==> config.mk <==
export PLATFORM = sky130hd
export DESIGN_NAME = spi_read_engine
export DESIGN_NICKNAME = d
export VERILOG_FILES = /design/src/rtl/spi_rd_pkg.sv /design/src/rtl/spi_rd_sync.sv /design/src/rtl/spi_rd_ctrl.sv /design/src/rtl/spi_read_engine.sv
export SDC_FILE = /design/constraint.sdc
export NUM_CORES = 1
export LEC_CHECK = 0
export BUFFER_PORTS_ARGS = -buffer_cell sky130_fd_sc_hd__buf_2
export CAP_MARGIN = 5
export CORE_ASPECT_RATIO = 0.7
export CORE_UTILIZATION = 32
export CTS_CLUSTER_DIAMETER = 100
export DETAILED_ROUTE_END_ITERATION = 8
export GPL_TIMING_DRIVEN = 0
export HOLD_SLACK_MARGIN = 0.03
export SYNTH_ARGS = -nofsm -noshare
export SYNTH_HDL_FRONTEND = slang
export SYNTH_SLANG_ARGS = --single-unit
==> constraint.sdc <==
create_clock -name clk -period 2.5 [get_ports clk]
set_input_delay 0.25 -clock clk [delete_from_list [all_inputs] [get_ports clk]]
set_output_delay 0.25 -clock clk [all_outputs]
set_load 0.03 [all_outputs]
==> src/rtl/spi_rd_pkg.sv <==
package spi_rd_pkg;

    typedef enum logic [2:0] {
        ST_IDLE,
        ST_CMD,
        ST_ADDR,
        ST_DATA,
        ST_SKIP
    } rd_state_e;

    localparam int CMD_BITS  = 8;
    localparam int ADR_BITS  = 16;
    localparam int BYTE_BITS = 8;

endpackage

==> src/rtl/spi_rd_sync.sv <==
module spi_rd_sync #(
    parameter int STAGES = 2
) (
    input  logic clk,
    input  logic rst_n,
    input  logic sck,
    input  logic cs_n,
    input  logic si,
    output logic sck_rise,
    output logic sck_fall,
    output logic cs_act,
    output logic si_s
);
    // bit order inside each stage: {sck, cs_n, si}
    localparam logic [2:0] IDLE_V = 3'b010;

    logic [2:0] stg_q [STAGES];
    logic       sck_prev_q;

    for (genvar g = 0; g < STAGES; g++) begin : g_stage
        if (g == 0) begin : g_first
            always_ff @(posedge clk or negedge rst_n) begin
                if (!rst_n) stg_q[g] <= IDLE_V;
                else        stg_q[g] <= {sck, cs_n, si};
            end
        end else begin : g_next
            always_ff @(posedge clk or negedge rst_n) begin
                if (!rst_n) stg_q[g] <= IDLE_V;
                else        stg_q[g] <= stg_q[g-1];
            end
        end
    end

    always_ff @(posedge clk or negedge rst_n) begin
        if (!rst_n) sck_prev_q <= 1'b0;
        else        sck_prev_q <= stg_q[STAGES-1][2];
    end

    assign sck_rise = stg_q[STAGES-1][2] & ~sck_prev_q;
    assign sck_fall = ~stg_q[STAGES-1][2] & sck_prev_q;
    assign cs_act   = ~stg_q[STAGES-1][1];
    assign si_s     = stg_q[STAGES-1][0];

endmodule

==> src/rtl/spi_rd_ctrl.sv <==
module spi_rd_ctrl
    import spi_rd_pkg::*;
#(
    parameter int          ADDR_W  = 15,
    parameter logic [7:0]  RD_OP   = 8'h03
) (
    input  logic              clk,
    input  logic              rst_n,
    input  logic              cs_act,
    input  logic              sck_rise,
    input  logic              sck_fall,
    input  logic              si_s,
    input  logic [7:0]        mem_rdata,
    output logic              so,
    output logic              so_oe,
    output logic [ADDR_W-1:0] mem_addr,
    output logic              mem_rd
);
    localparam int CNT_W = $clog2(ADR_BITS + 1);

    typedef struct packed {
        rd_state_e             state;
        logic [CNT_W-1:0]      cnt;
        logic [ADR_BITS-1:0]   sh;
        logic [ADDR_W-1:0]     addr;
        logic [BYTE_BITS-1:0]  sreg;
        logic [BYTE_BITS-1:0]  buffer;
        logic                  rd;
        logic                  pend;
        logic                  live;
    } ctrl_t;

    ctrl_t r_q, r_d;

    logic [ADR_BITS-1:0] sh_in;
    assign sh_in = {r_q.sh[ADR_BITS-2:0], si_s};

    always_comb begin
        r_d      = r_q;
        r_d.rd   = 1'b0;
        r_d.pend = r_q.rd;
        if (r_q.pend) r_d.buffer = mem_rdata;

        unique case (r_q.state)
            ST_IDLE: begin
                if (cs_act) begin
                    r_d.state = ST_CMD;
                    r_d.cnt   = '0;
                    r_d.live  = 1'b0;
                end
            end
            ST_CMD: begin
                if (sck_rise) begin
                    r_d.sh  = sh_in;
                    r_d.cnt = r_q.cnt + 1'b1;
                    if (r_q.cnt == CNT_W'(CMD_BITS - 1)) begin
                        r_d.cnt   = '0;
                        r_d.state = (sh_in[7:0] == RD_OP) ? ST_ADDR : ST_SKIP;
                    end
                end
            end
            ST_ADDR: begin
                if (sck_rise) begin
                    r_d.sh  = sh_in;
                    r_d.cnt = r_q.cnt + 1'b1;
                    if (r_q.cnt == CNT_W'(ADR_BITS - 1)) begin
                        r_d.cnt   = '0;
                        r_d.addr  = sh_in[ADDR_W-1:0];
                        r_d.rd    = 1'b1;
                        r_d.state = ST_DATA;
                    end
                end
            end
            ST_DATA: begin
                if (sck_fall) begin
                    if (r_q.cnt[2:0] == 3'd0) begin
                        r_d.sreg = r_q.buffer;
                        r_d.addr = r_q.addr + 1'b1;
                        r_d.rd   = 1'b1;
                        r_d.live = 1'b1;
                    end else begin
                        r_d.sreg = {r_q.sreg[BYTE_BITS-2:0], 1'b0};
                    end
                    r_d.cnt = CNT_W'(3'(r_q.cnt[2:0] + 3'd1));
                end
            end
            default: ;
        endcase

        if (!cs_act) begin
            r_d.state = ST_IDLE;
            r_d.cnt   = '0;
            r_d.live  = 1'b0;
            r_d.rd    = 1'b0;
        end
    end

    always_ff @(posedge clk or negedge rst_n) begin
        if (!rst_n) begin
            r_q       <= '0;
            r_q.state <= ST_IDLE;
        end else begin
            r_q <= r_d;
        end
    end

    assign so_oe    = (r_q.state == ST_DATA) && r_q.live;
    assign so       = so_oe ? r_q.sreg[BYTE_BITS-1] : 1'b0;
    assign mem_addr = r_q.addr;
    assign mem_rd   = r_q.rd;


    idle_quiet_chk: assert property (@(posedge clk) disable iff (!rst_n)
        !cs_act |=> (!so_oe && !mem_rd));


    skip_no_fetch_chk: assert property (@(posedge clk) disable iff (!rst_n)
        (r_q.state == ST_SKIP) |-> (!mem_rd && !so_oe));


    so_hold_chk: assert property (@(posedge clk) disable iff (!rst_n)
        (so_oe && $past(so_oe) && !$past(sck_fall)) |-> $stable(so));


    addr_step_chk: assert property (@(posedge clk) disable iff (!rst_n)
        (mem_rd && r_q.state == ST_DATA && $past(r_q.state) == ST_DATA)
        |-> (mem_addr == ADDR_W'($past(mem_addr) + 1'b1)));

endmodule

==> src/rtl/spi_read_engine.sv <==
module spi_read_engine #(
    parameter int         ADDR_W      = 15,
    parameter int         SYNC_STAGES = 2,
    parameter logic [7:0] RD_OP       = 8'h03
) (
    input  logic              clk,
    input  logic              rst_n,
    input  logic              sck,
    input  logic              cs_n,
    input  logic              si,
    output logic              so,
    output logic              so_oe,
    output logic [ADDR_W-1:0] mem_addr,
    output logic              mem_rd,
    input  logic [7:0]        mem_rdata
);
    logic sck_rise, sck_fall, cs_act, si_s;

    spi_rd_sync #(.STAGES(SYNC_STAGES)) u_sync (
        .clk      (clk),
        .rst_n    (rst_n),
        .sck      (sck),
        .cs_n     (cs_n),
        .si       (si),
        .sck_rise (sck_rise),
        .sck_fall (sck_fall),
        .cs_act   (cs_act),
        .si_s     (si_s)
    );

    spi_rd_ctrl #(.ADDR_W(ADDR_W), .RD_OP(RD_OP)) u_ctrl (
        .clk       (clk),
        .rst_n     (rst_n),
        .cs_act    (cs_act),
        .sck_rise  (sck_rise),
        .sck_fall  (sck_fall),
        .si_s      (si_s),
        .mem_rdata (mem_rdata),
        .so        (so),
        .so_oe     (so_oe),
        .mem_addr  (mem_addr),
        .mem_rd    (mem_rd)
    );

endmodule

Yosys cells after proc, flatten, opt, wreduce, memory -nomap -nowiden
Index checks and enable logic that the tools add are counted.
- flip-flop bits (word level): 64
- input port bits: 13
- output and inout port bits: 18
- word-level logic and storage cells: 76
- $add $sub $neg: 3
- eq/ne operators: 17
- mux-type cells: 26
- bitwise logic cells: 4
- reduce and logical (&&, ||, !) cells: 14
- operators by type and width (kind ; number):
    $pmux 15 s2 ; 2
    $mux 39 ; 1
    $mux 8 ; 4
    $mux 15 ; 2
    $mux 24 ; 1
    $mux 23 ; 1
    $pmux 5 s4 ; 1
    $add 15x1->15 const B ; 1
    $reduce_and 5->1 ; 2
    $mux 1 ; 9
    $ne 3x2->1 const B ; 3
    $ne 3x3->1 const B ; 3
    $pmux 3 s3 ; 1
    $eq 8x2->1 const B ; 1
    $eq 3x2->1 const B ; 2
    $logic_not 3->1 ; 2
    $ne 2x2->1 const B ; 3
    $reduce_and 3->1 ; 2
    $add 5x1->5 const B ; 1
    $eq 5x3->1 const B ; 1
    $eq 5x4->1 const B ; 1
    $mux 5 ; 1
    $reduce_bool 5->1 ; 1
    $ne 2x1->1 const B ; 2
    12 further kinds ; 16

Longest topological paths before layout
- depth in word-level cells: 6
- gate-level depth with buffers: 9
- mapped depth without buffers: 6

By module
A second synthesis with hierarchy kept.
- cell total of the unflattened synthesis: 307
- area, all modules: 3181.8 um2
- by module, submodules not included (module ; times used ; cells each ; area each (um2)):
    spi_rd_ctrl ; 1 ; 297 ; 2985.4
    spi_rd_sync ; 1 ; 10 ; 196.4

Worst setup path after synthesis
Ideal clock, no wire load.
- kind: reg2reg
- start point: register u_ctrl.r_q[50] in the netlist's numbering
- end point: register u_ctrl.r_q (netlist bit u_ctrl.mem_addr[3])
- arrival: 1722 ps
- required time: 2379 ps
- path slack: 657 ps
- cell stages (with the launch flop): 10
- cell sequence: dfrtp_1 > inv_1 > ha_1 > nor2b_2 > buf_6 > and3_4 > buf_6 > or2_1 > buf_4 > a22o_1
- longest elaborated chain between the ends: 3
- elaborated cells between the ends (all ways): 5
- RTL lines (what ; RTL line ; RTL):
    start, declared ; spi_rd_ctrl.sv:33 ; ctrl_t r_q, r_d;
    start signal, assigned ; spi_rd_ctrl.sv:103 ; r_q <= r_d;
    $eq 5x4->1 or $logic_not 3->1 (tied branches) ; spi_rd_ctrl.sv:66, spi_rd_ctrl.sv:76 ;
    $ne 2x1->1 (no line) ; n/a ;
    $reduce_and 5->1 (no line) * ; n/a ;
Every way passes the cells marked *; elsewhere a longest branch is shown, timed or not.
A chain may end at the register's enable or synchronous reset.

Worst setup path in the final report
- start point: register u_ctrl.r_q[56] in the netlist's numbering
- end point: output so
- longest elaborated chain between the ends: 3
- RTL lines (what ; RTL line ; RTL):
    $eq 3x2->1 ; spi_rd_ctrl.sv:107 ; assign so_oe = (r_q.state == ST_DATA) && r_q.live;
    $logic_and 1x1->1 ; spi_rd_ctrl.sv:107 ;
    $mux 1 ; spi_rd_ctrl.sv:108 ; assign so = so_oe ? r_q.sreg[BYTE_BITS-1] : 1'b0;
    end, declared ; spi_read_engine.sv:11 ; output logic so,
Every way passes these cells.

==> impl_results.md <==
- Via-to-Cell Ratio: 5.28
- CP Launch Type: register
- Unrepaired setup endpoints after global routing: no
- Rows: 30
- DRT Pass-1 Iters: 5
- Power per Cell Area: 690 nW/um^2
- Final wirelength: 7470 um
- Syn_area_per_cell: 10.9 sq um
- GR Overflow Total: 0
- Max clock buf depth: 2
- Layout Skew: 0.00675 ns
- CP peak stage delay: 0.39 ns
- Initial DRC count: 174
- Worst flop-to-flop path startpoint: u_ctrl.r_q[50]$_DFFE_PN0P_
- Fill cells: 975
- Hold path start: mem_rdata[5]
- Area growth, synth to finish: 21.5%
- Post-synth EDFFs: 0
- Maximum ir drop on the vdd rail: 0.272 mV
- Critical path's slowest cell: dfrtp_1
- Asr flop ratio synth: 100%
- Vias: 2520
- Port Buf Inserts: 30
- Max Cap Viol: 0
- # H-tree levels: 3
- Worst-path maximum fanout: 10
- Die H: 86.2 um
- Yosys cell types: 52
- Fin Setup TNS: 0 ns
- Final #Nets: 362
- Net count after synthesis: 316
- Static Leak: 0.00182 uW
- Synthesized instance count: 298
- Core area: 9760 sq um
- CP top delay family: simple AND/OR/NAND/NOR gates
- ANT cells: 0
- IO Pins: 31
- CP Launch Point: u_ctrl.r_q[56]$_DFFE_PN0P_
- Synth Flop Type: dfrtp_1
- CP dominant cell by count: buf_2
- Vias in the first global route: 2379
- Slew @ Worst Pin: 0.734 ns
- Total die area: 10500 sq um
- CTS root buffer: clkbuf_16
- HP Class: input port to register
- DR DRC count: 0
- Initial antenna violation count: 0
- DP HPWL: 5240 um
- Number of synthesized register bits: 63
- Hold_ws: 0.154 ns
- Crit share post-route: 82.1%
- Global Route Usage Sum: 15.5%
- Share of cells above drive strength 1: 27.2%
- Final hold vios: 0
- RD Place Congestion: 0.835
- Final min period: 2.05 ns
- CP Capture Type: primary output
- Fmax: 487 MHz
- Synth Cell Area: 3240 sq um
- Per-cell routed wire length: 15.7 um
- Clk pin slew, worst setup/hold paths: 0.05 ns
- Critical path class: register to primary output
- WP data required: 2.25 ns
- CTS sink count: 63
- YS warnings: 0
- Max Slew Vio Count: 0
- Post-route ant nets: 0
- Outcome: finished clean
- Die Width: 122 um
- Crit path buf inv count: 2
- Worst skew pair latency: 0.33 ns
- Register area share after synthesis: 48.7%
- Slew headroom: 51.1%
- Data arrival time of the critical path: 1.80 ns
- Inserted Clock Buffers: 9
- First-pass GRT wire length: 12300 um
- Setup-failing EPs final: 0
- Initial Utilization: 33.2%
- CTS tree: built
- CP cell instances: buf_2, nand3b_1, nor2_1, and2_1, buf_2
- Largest net degree at the start of global routing: 34
## area by class of cell
cell class,instances,area (sq um),share of cell area [%]
flip-flops and latches,63,1580,40.1
multi-input cells,195,1410,35.7
clock buffers,13,260,6.61
plain buffers,31,221,5.62
repair buffers,35,210,5.34
well taps,128,160,4.07
clock inverters,3,65.1,1.65
inverters,9,33.8,0.858
## cells in the final DEF, fill, tap and decap left out, types with 2 or more instances in the layout
cell type | Yosys | routed
a211oi_1 | 2 | 2
a21oi_1 | 7 | 7
a22o_1 | 5 | 5
a22oi_1 | 6 | 6
a32oi_1 | 4 | 4
and4b_1 | 2 | 2
buf_2 | 6 | 36
buf_4 | 16 | 16
buf_6 | 5 | 5
bufinv_16 | 0 | 2
clkbuf_1 | 4 | 6
clkbuf_16 | 0 | 9
clkbuf_8 | 0 | 2
dfrtp_1 | 61 | 61
dfstp_2 | 2 | 2
dlygate4sd3_1 | 0 | 4
ha_1 | 5 | 5
inv_1 | 8 | 8
mux2_1 | 10 | 10
mux2_2 | 12 | 12
mux2i_1 | 10 | 10
nand2_1 | 22 | 22
nand2b_1 | 4 | 4
nand3_1 | 10 | 10
nand3b_1 | 3 | 3
nand4_1 | 4 | 4
nand4b_1 | 3 | 3
nor2_1 | 10 | 10
nor2_2 | 2 | 2
nor2b_1 | 3 | 3
nor3_1 | 13 | 13
nor4_1 | 6 | 6
o21ai_0 | 7 | 7
o22ai_1 | 11 | 11
o2bb2ai_1 | 13 | 13
o31ai_1 | 2 | 2
## timing repair
action / 4_1_cts / 5_1_grt
hold endpoints to repair: 33 / 0
resized for setup: 0 / 0
hold buffers: 4 / 0
setup buffers: 0 / 0
## flip-flops by register name (all words and copies together), names as in the netlist
register and count:
u_ctrl.mem_rd 1, u_sync.sck_prev_q 1, u_sync.stg_q 5, u_ctrl.mem_addr 15, u_sync.si_s 1, u_ctrl.r_q 40
## worst paths after layout
check / end / slack, ns / depth (start not counted)
worst max-delay path: so / 0.45 / 5
worst min-delay path: u_ctrl.r_q[8]$_DFFE_PN0P_ / 0.15 / 2
worst max register to register: u_ctrl.mem_addr[5]$_DFFE_PN0P_ / 0.49 / 8
worst min register to register: u_sync.si_s$_DFF_PN0_ / 0.34 / 0
max in group asynchronous: u_sync.stg_q[4]$_DFF_PN1_ / 1.30 / 3
min in group asynchronous: u_ctrl.r_q[51]$_DFFE_PN0P_ / 0.52 / 2
## through the flow
| step | power (uW) | util, % | instances | setup slack (ns) | cell area, sq um |
|---|---|---|---|---|---|
| final | 2720 | 40.3 | 477 | 0.447 | 3940 |
| after global routing | 2830 | 40.3 | 477 | 0.286 | 3940 |
| after CTS | 2750 | 40.3 | 477 | 0.418 | 3940 |
| after detailed placement | 1370 | 36.6 | 457 | 0.525 | 3570 |
| after global placement | 1360 | 36.4 | 456 | 0.545 | 3550 |
| after floorplan | 1290 | - | 298 | 0.657 | 3240 |
## cell usage after synthesis (5+ instances only)
cell type | number | area share, %
mux2i_1 | 10 | 3.1
buf_4 | 16 | 3.7
a22oi_1 | 6 | 1.4
nor3_1 | 13 | 2.0
mux2_1 | 10 | 3.5
o2bb2ai_1 | 13 | 3.5
a22o_1 | 5 | 1.4
mux2_2 | 12 | 4.2
nor2_1 | 10 | 1.2
o22ai_1 | 11 | 2.1
buf_2 | 6 | 0.93
o21ai_0 | 7 | 1.1
a21oi_1 | 7 | 1.1
nor4_1 | 6 | 1.2
buf_6 | 5 | 1.7
nand3_1 | 10 | 1.5
inv_1 | 8 | 0.93
ha_1 | 5 | 1.9
dfrtp_1 | 61 | 47
nand2_1 | 22 | 2.5
## layer usage
layer | wire length [um] | track usage (%) | part of all wire, %
met5 | 0 | 0 | 0
met4 | 116 | 6.21 | 1.6
met3 | 515 | 4.28 | 6.9
met2 | 2940 | 20.4 | 39
met1 | 3900 | 23.4 | 52
## power by group
group | internal (uW) | switching [uW] | leakage, uW
registers | 1090 | 68.8 | 0.000848
logic | 103 | 102 | 0.000809
clock network | 925 | 429 | 0.000160
total | 2120 | 600 | 0.00182
## worst reg2reg max path, cell delays in order (launching register included)
cell and delay, ns:
dfrtp_1 0.42, inv_1 0.08, ha_1 0.19, nor2b_2 0.15, buf_6 0.15, and3_4 0.17, buf_6 0.13, nor2_2 0.43
o2bb2ai_1 0.14
## cells by family (layout without fill, tap and decap cells)
logic type / after synthesis / after routing / share of synthesized area [%]
adder cells (fa/ha/maj): 5 / 5 / 1.93
flip-flops: 63 / 63 / 48.7
AND/OR/NAND/NOR: 92 / 92 / 15.9
buffers and inverters: 40 / 91 / 7.87
AO/OA/AOI/OAI: 66 / 66 / 14.9
multiplexers: 32 / 32 / 10.7
Power figures use the tool's default switching activity.
